$ cat src/rtl/pager_pkg.sv
package pager_pkg;

  typedef struct packed {
    logic [2:0] ram_hi;    // main byte bits 2:0
    logic       rom_lo;    // main byte bit 4
    logic       allram;    // extended bit 0
    logic [1:0] layout;    // extended bits 2:1 (bit 2 doubles as ROM high bit)
    logic       lock;
  } pager_cfg_t;

  typedef struct packed {
    logic       rom;
    logic [2:0] page;
  } slot_ent_t;

  function automatic slot_ent_t slot_lookup(input pager_cfg_t c, input int idx);
    slot_ent_t e;
    e.rom  = 1'b0;
    e.page = 3'd0;
    if (c.lock) begin
      case (idx)
        0: begin e.rom = 1'b1; e.page = 3'd0; end
        1: e.page = 3'd5;
        2: e.page = 3'd2;
        default: e.page = 3'd0;
      endcase
    end else if (c.allram) begin
      case (idx)
        0: e.page = (c.layout == 2'b00) ? 3'd0 : 3'd4;
        1: case (c.layout)
             2'b00:   e.page = 3'd1;
             2'b11:   e.page = 3'd7;
             default: e.page = 3'd5;
           endcase
        2: e.page = (c.layout == 2'b00) ? 3'd2 : 3'd6;
        default: e.page = (c.layout == 2'b01) ? 3'd7 : 3'd3;
      endcase
    end else begin
      case (idx)
        0: begin e.rom = 1'b1; e.page = {1'b0, c.layout[1], c.rom_lo}; end
        1: e.page = 3'd5;
        2: e.page = 3'd2;
        default: e.page = c.ram_hi;
      endcase
    end
    return e;
  endfunction

endpackage

$ cat src/rtl/pg_cfg_regs.sv
module pg_cfg_regs
  import pager_pkg::*;
#(
  parameter int ADDR_W = 16,
  parameter int DATA_W = 8
) (
  input  logic              clk,
  input  logic              rst,
  input  logic              io_wr,
  input  logic [ADDR_W-1:0] io_addr,
  input  logic [DATA_W-1:0] io_data,
  output pager_cfg_t        cfg
);
  localparam int TOP = ADDR_W - 1;

  logic hit_ext, hit_main;
  assign hit_ext  = io_wr && !cfg.lock && (io_addr[TOP -: 4] == 4'b0001) && !io_addr[1];
  assign hit_main = io_wr && !cfg.lock && !io_addr[TOP] && !io_addr[1] && !hit_ext;

  always_ff @(posedge clk) begin
    if (rst) begin
      cfg <= '0;
    end else begin
      if (hit_main) begin
        cfg.ram_hi <= io_data[2:0];
        cfg.rom_lo <= io_data[4];
        if (io_data[5]) cfg.lock <= 1'b1;
      end
      if (hit_ext) begin
        cfg.allram <= io_data[0];
        cfg.layout <= io_data[2:1];
      end
    end
  end

  p_lock_sticky_r9: assert property (@(posedge clk) disable iff (rst)
    cfg.lock |=> cfg.lock);
  p_locked_frozen_r9: assert property (@(posedge clk) disable iff (rst)
    cfg.lock |=> ($stable(cfg.ram_hi) && $stable(cfg.rom_lo) &&
                  $stable(cfg.allram) && $stable(cfg.layout)));
  p_no_load_odd_port_r8: assert property (@(posedge clk) disable iff (rst)
    (io_addr[1] || !io_wr) |=> ($stable(cfg.ram_hi) && $stable(cfg.layout) && $stable(cfg.allram)));
endmodule

$ cat src/rtl/pg_slot_map.sv
module pg_slot_map
  import pager_pkg::*;
#(
  parameter int SLOT_W = 2
) (
  input  pager_cfg_t cfg,
  input  logic [SLOT_W-1:0] slot,
  output slot_ent_t  ent
);
  localparam int NSLOT = 1 << SLOT_W;

  slot_ent_t table_q [NSLOT];

  for (genvar s = 0; s < NSLOT; s++) begin : g_slot
    assign table_q[s] = slot_lookup(cfg, s);
  end

  assign ent = table_q[slot];
endmodule

$ cat src/rtl/mem_pager.sv
module mem_pager
  import pager_pkg::*;
#(
  parameter int ADDR_W = 16,
  parameter int DATA_W = 8,
  parameter int PAGE_W = 3
) (
  input  logic                     clk,
  input  logic                     rst,
  input  logic                     io_wr,
  input  logic [ADDR_W-1:0]        io_addr,
  input  logic [DATA_W-1:0]        io_data,
  input  logic [ADDR_W-1:0]        mem_addr,
  input  logic                     mem_wr,
  output logic                     is_rom,
  output logic [PAGE_W-1:0]        phys_page,
  output logic [PAGE_W+ADDR_W-3:0] phys_addr,
  output logic                     wr_en
);
  localparam int SLOT_W = 2;
  localparam int OFF_W  = ADDR_W - SLOT_W;

  pager_cfg_t cfg;
  slot_ent_t  ent;
  logic [SLOT_W-1:0] slot;

  assign slot = mem_addr[ADDR_W-1 -: SLOT_W];

  pg_cfg_regs #(.ADDR_W(ADDR_W), .DATA_W(DATA_W)) u_regs (
    .clk(clk), .rst(rst), .io_wr(io_wr), .io_addr(io_addr),
    .io_data(io_data), .cfg(cfg)
  );

  pg_slot_map #(.SLOT_W(SLOT_W)) u_map (
    .cfg(cfg), .slot(slot), .ent(ent)
  );

  assign is_rom    = ent.rom;
  assign phys_page = PAGE_W'(ent.page);
  assign phys_addr = {phys_page, mem_addr[OFF_W-1:0]};
  assign wr_en     = mem_wr & ~ent.rom;

  p_rom_only_slot0_r3: assert property (@(posedge clk) disable iff (rst)
    is_rom |-> (slot == '0));
  p_allram_no_rom_r5: assert property (@(posedge clk) disable iff (rst)
    (cfg.allram && !cfg.lock) |-> !is_rom);
  p_lock_slot1_r6: assert property (@(posedge clk) disable iff (rst)
    (cfg.lock && slot == 2'd1) |-> (phys_page == 3'd5 && !is_rom));
  p_lock_slot0_rom0_r6: assert property (@(posedge clk) disable iff (rst)
    (cfg.lock && slot == 2'd0) |-> (is_rom && phys_page == 3'd0));
endmodule

$ cat config.mk
export PLATFORM = sky130hd
export DESIGN_NAME = mem_pager
export DESIGN_NICKNAME = d
export VERILOG_FILES = /design/src/rtl/pager_pkg.sv /design/src/rtl/pg_cfg_regs.sv /design/src/rtl/pg_slot_map.sv /design/src/rtl/mem_pager.sv
export SDC_FILE = /design/constraint.sdc
export NUM_CORES = 1
export LEC_CHECK = 0
export BUFFER_PORTS_ARGS = -buffer_cell sky130_fd_sc_hd__buf_4
export CAP_MARGIN = 25
export CORE_MARGIN = 1
export CORE_UTILIZATION = 37
export CTS_BUF_LIST = sky130_fd_sc_hd__clkbuf_4 sky130_fd_sc_hd__clkbuf_8
export CTS_CLUSTER_DIAMETER = 80
export DETAILED_ROUTE_END_ITERATION = 6
export GPL_TIMING_DRIVEN = 0
export HOLD_SLACK_MARGIN = 0.08
export PLACE_DENSITY = 0.88
export SLEW_MARGIN = 20
export SYNTH_ARGS = -nofsm -noshare
export SYNTH_HDL_FRONTEND = slang
export SYNTH_SLANG_ARGS = --single-unit
$ cat constraint.sdc
create_clock -name clk -period 2.1 [get_ports clk]
set_input_delay 0.21 -clock clk [delete_from_list [all_inputs] [get_ports clk]]
set_output_delay 0.21 -clock clk [all_outputs]
set_load 0.03 [all_outputs]
==> results of run 1 <==
==> where the power goes <==
part | switching [uW] | internal (uW) | total (uW) | leakage (uW)
combinational | 87.3 | 78.7 | 166 | 0.000331
clock | 50.6 | 65.3 | 116 | 0.0000138
sequential | 2.69 | 155 | 158 | 0.0000648
total | 141 | 299 | 440 | 0.000410
==> metal layers <==
| layer | up-vias | share of wire |
|---|---|---|
| met2 | 49 | 0.50 |
| met3 | 2 | 0.14 |
| li1 | 333 | - |
| met1 | 298 | 0.36 |
| met5 | - | 0 |
| met4 | 0 | 0.0027 |
==> cells in the mapped netlist, drive strengths merged <==
master  instances
nand3           9
o21ai           9
buf            18
clkbuf          3
nor3b           1
or3b            1
nor3            1
dfxtp           8
nor4b           1
a21o            1
nor2b           1
inv             1
nor2            4
and2b           1
a21oi          10
or4b            1
o21a            1
o211ai          2
a221oi          2
nand2b          1
==> kinds of logic (layout without fill, tap and decap cells) <==
family / after synthesis / count (layout) / share of synthesized area
AOI/OAI and AO/OA: 25 / 25 / 0.240
buffers and inverters: 22 / 60 / 0.246
and+or+nand+nor: 21 / 21 / 0.244
DFF: 8 / 8 / 0.269
==> area by class of cell <==
cell class	instances	area, um2
plain buffers	21	143
clock buffers	3	22.5
fillers	137	607
inverters	1	3.75
multi-input cells	46	288
flip-flops and latches	8	160
well taps	16	20.0
repair buffers	35	263
==> worst max-delay path, delay by kind of cell (launching register included) <==
| kind | cells | cell delay, ns |
|---|---|---|
| buf+inv | 3 | 0.60 |
| flops | 1 | 0.30 |
| compound gates | 1 | 0.28 |
| simple gates | 2 | 0.26 |
==> through the flow <==
step / hold WS, ns / cell area (um2) / power [uW] / util / cells
global placement: 0.471 / 877 / 325 / 0.582 / 127
CTS: 0.224 / 900 / 442 / 0.597 / 130
detailed placement: 0.482 / 877 / 328 / 0.582 / 127
floorplan: 0.358 / 594 / 264 / - / 76
global route: 0.220 / 900 / 463 / 0.597 / 130
finish: 0.229 / 900 / 440 / 0.597 / 130
==> final timing paths <==
kind                                    start       endpoint  depth (start not counted)
worst min-delay path               io_data[1]  u_regs.cfg[6]                          3
worst max register to register  u_regs.cfg[0]  u_regs.cfg[5]                          3
worst max-delay path            u_regs.cfg[3]   phys_page[2]                          6
worst min register to register  u_regs.cfg[4]  u_regs.cfg[4]                          2
==> results.yml, run 1 <==
sta:
  period_share: 0.899
  fin_worst_skew_ns: 0.00168
  min_period_ns: 1.89
  tns_ns: 0
  worst_pin_slew_ns: 0.458
  hold_viol: 0
  timing.fmax_mhz: 530
  setup_violations: 0
  relSlewSlack: 0.693
  grt_setup_unrepaired: "no"
  slew_viol_final: 0
  setup_slack_ns: 0.212
detailed_routing:
  wire_per_inst_um: 11.5
  dr.pass1.iters: 4
  post-route-drc-count: 0
  routed_wl_um: 1490
  via_count: 682
  routed_via_density: 5.25
  ant_nets: 0
  drt_iter0_drc: 23
setup_path:
  slowest_stage: "dfxtp_1"
  cp_max_fo: 9
  crit_type: "register to output pin"
  startpoint_type: "register"
  rrSetupSlack_ns: 0.76
  worstSetupEndpointType: "output pin"
  cp_data_arrival_time_ns: 1.68
  path_common_cell: "buf_4"
  cp_cell_sequence: "clkbuf_1 > and2b_2 > nor2_1 > a221oi_1 > buf_4 > buf_4"
  crit_required_ns: 1.89
  crit_path_max_incr_delay_ns: 0.30
synth:
  post_synth_num_cell_types: 22
  syn-cell-area_um2: 594
  yosysWarnings: 0
  avgSynthCellArea_um2: 7.82
  ys_seq_area_frac: 0.269
  synth.area.top_cells: "dfxtp_1, buf_4, a21oi_1, nand3_1, o21ai_1"
  syn_nets: 120
  ys_seq_elements: 8
  yosysTopAreaCell: "dfxtp_1"
  synthDominantCellAreaShare: 0.269
  syn_inst: 76
cts:
  clock-sinks: 8
  cts_tree: "built"
  clk_pin_slew_ns: 0.05
  htree_levels: 1
  cts_setup_buffers: 0
  cts_buffers: 3
  cts_root_buffer: "clkbuf_4"
  max-clock-path-buffers: 2
  holdBufCountCts: 0
  cts.repair.resized: 0
  insertion_delay_ns: 0.25
floorplan:
  num_rows: 14
  core-area_um2: 1510
  die_h_um: 42.1
  die_w_um: 42.1
  die_area_um2: 1770
  pin_count: 66
  start_util: 0.395
grt:
  grt_use_met3: 0.0776
  grt_max_degree: 10
  grt_pass1_wl_um: 2570
  grt_use_met1: 0.203
  antenna_found_initial: 0
  overflow: 0
  gr-max-usage-layer: "met2"
  globalRouteMet2Util: 0.316
  grt_usage: 0.183
  grt_pass1_vias: 583
outcome:
  status: "finished, final reports clean"
pwr:
  power_density_nw_per_um2: 489
  power.leakage_uw: 0.000410
  ir_worst_vdd_uv: 292
placement:
  globalplace.congestion: 0.719
  io_buffers: 35
  place_hpwl_um: 1200
  dp_slack_ns: 0.464
layout:
  areaGrowthSynthToFinish_pct: 51.4
  drive_above_1_share: 0.518
  final_common_cell: "buf_4"
  top_regs: "u_regs.cfg: 8 flops"
  nNetsFinal: 160
  largest_register_ffs: 8
  final_cell_mix: "buf_4, a21oi_1, nand3_1"
  regMostFlops: "u_regs.cfg"
  insertedDiodeCount: 0
flow_run:
  maxCapViolations: 0
hold_path:
  hp-class: "input port to register"
Power figures use the tool's default switching activity.
==> run 2: changes to the inputs <==
Settings changed: SYNTH_HIERARCHICAL set to 1.
==> results.yml, run 2 <==
outcome:
  status: "finished, final reports clean"
detailed_routing:
  drt_iter0_drc: 3
  routed_via_density: 4.68
  routed_wl_um: 1330
  wire_per_inst_um: 10.3
  ant_nets: 0
  dr.pass1.iters: 4
  post-route-drc-count: 0
  via_count: 604
pwr:
  ir_worst_vdd_uv: 357
  p_int_uw: 303
  power.leakage_uw: 0.000466
  power_density_nw_per_um2: 480
  p_seq_frac: 0.363
  netSwitchingFraction: 0.310
  combPwrFrac: 0.377
  p_clk_frac: 0.260
  switching_power_uw: 136
synth:
  ys_seq_area_frac: 0.270
  yosysWarnings: 6
  synth.area.top_cells: "dfxtp_1, buf_4, mux2i_1, nand2_1, nor2b_1"
  synth-edff-count: 0
  syn_inst: 73
  synth_most_common_cell: "buf_4"
  synthDominantCellAreaShare: 0.270
  syn_nets: 117
  syn-cell-area_um2: 593
  post_synth_num_cell_types: 21
  synth_flop_cell: "dfxtp_1"
  yosysTopAreaCell: "dfxtp_1"
  async_reset_ff_frac: 0
  avgSynthCellArea_um2: 8.12
  ys_top_cells_by_count: "buf_4, nand2_1, dfxtp_1"
  ys_seq_elements: 8
placement:
  io_buffers: 37
  place_hpwl_um: 1130
  place_inst: 126
  globalplace.congestion: 0.734
sta:
  fin_worst_skew_ns: 0.00117
  grt_setup_unrepaired: "no"
  setup_violations: 0
  relSlewSlack: 0.731
  period_share: 0.776
  tns_ns: 0
  worst_pin_slew_ns: 0.400
  timing.fmax_mhz: 614
  hold_viol: 0
  slew_viol_final: 0
  min_period_ns: 1.63
grt:
  grt_pass1_vias: 538
  grt_usage: 0.159
  overflow: 0
  grt_pass1_wl_um: 2200
  antenna_found_initial: 0
  grt_max_degree: 11
cts:
  cts.repair.resized: 0
  insertion_delay_ns: 0.25
  holdBufCountCts: 0
  cts_buffers: 3
  clk_pin_slew_ns: 0.05
  clock-sinks: 8
  cts_tree: "built"
  cts_root_buffer: "clkbuf_4"
  max-clock-path-buffers: 2
  htree_levels: 1
  cts_setup_buffers: 0
setup_path:
  worstSetupEndpointType: "output pin"
  cp_max_fo: 8
  critPathBufInv: 1
  cp_data_arrival_time_ns: 1.42
  rrSetupSlack_ns: 0.77
  crit_path_max_incr_delay_ns: 0.47
  crit_type: "register to output pin"
  crit_required_ns: 1.89
  cp_top_family: "flip-flops"
  cp_cell_sequence: "nor2b_1 > nor3_1 > buf_4"
  slowest_stage: "dfxtp_1"
  startpoint_type: "register"
layout:
  instances_no_fill: 129
  drive_above_1_share: 0.549
  areaGrowthSynthToFinish_pct: 54.0
  top_regs: "u_regs/cfg: 8 flops"
  fillers: 137
  regMostFlops: "u_regs/cfg"
  final_common_cell: "buf_4"
  largest_register_ffs: 8
  nNetsFinal: 159
  final_cell_mix: "buf_4, nand2_1, dfxtp_1"
  insertedDiodeCount: 0
flow_run:
  maxCapViolations: 0
floorplan:
  num_rows: 14
  pin_count: 66
  die_area_um2: 1770
  start_util: 0.394
  die_h_um: 42.0
  die_w_um: 42.0
  core-area_um2: 1510
hold_path:
  hp-class: "input port to register"
[run 2: cell types whose count changed after synthesis, sizes merged, moves of 3 or more]
cell,previous run,this run
a21oi,10,1
mux2i,0,7
nand2,0,14
nand3,9,1
nor2,4,1
nor2b,1,5
o21ai,9,4
[run 2: kinds of logic (layout without fill, tap and decap cells)]
kind of cell,count (synthesis),after routing,synth area share
AOI/OAI and AO/OA,11,11,0.129
buffers and inverters,22,62,0.253
DFF,8,8,0.270
muxes,7,7,0.118
and+or+nand+nor,25,25,0.230
[run 2: stage by stage]
stage | hold slack (ns) | total power, uW | setup WS [ns] | cell area (um2) | utilization
after floorplan | 0.352 | 264 | 0.292 | 593 | -
after global placement | 0.445 | 325 | 0.780 | 891 | 0.591
after detailed placement | 0.458 | 328 | 0.752 | 891 | 0.591
after CTS | 0.220 | 441 | 0.481 | 913 | 0.606
after global routing | 0.213 | 460 | 0.373 | 913 | 0.606
final | 0.219 | 439 | 0.471 | 913 | 0.606
[run 2: worst min-delay path, stage by stage]
cell and delay, ns:
buf_4 0.11, nand2_1 0.05, mux2i_1 0.05
[run 2: final timing paths]
| check | cells after the start | endpoint | startpoint |
|---|---|---|---|
| max | 3 | is_rom | u_regs/cfg[0] |
| min | 3 | u_regs/cfg[4] | io_data[4] |
| min reg2reg | 2 | u_regs/cfg[6] | u_regs/cfg[6] |
| max reg2reg | 4 | u_regs/cfg[5] | u_regs/cfg[0] |
[run 2: layout make-up]
| cell class | instances | area [um2] | area share |
|---|---|---|---|
| multi-input combinational | 43 | 283 | 0.310 |
| sequential | 8 | 160 | 0.175 |
| buffer | 19 | 139 | 0.152 |
| inverter | 3 | 11.3 | 0.0123 |
| timing repair buffer | 37 | 278 | 0.304 |
| clock buffer | 3 | 22.5 | 0.0247 |
| tap | 16 | 20.0 | 0.0219 |
[run 2: power groups by stage]
stage / registers [uW] / clock network, uW / logic, uW
finish: 159 / 114 / 165
global route: 159 / 126 / 174
CTS: 159 / 116 / 166
detailed placement: 162 / 0 / 166
global placement: 162 / 0 / 163
floorplan: 161 / 0 / 103
[run 2: routing by layer]
| layer | GRT usage | routed length (um) |
|---|---|---|
| met5 | 0 | 0 |
| met4 | 0.0750 | 17 |
| met3 | 0.0517 | 162 |
| met2 | 0.291 | 661 |
| met1 | 0.161 | 487 |
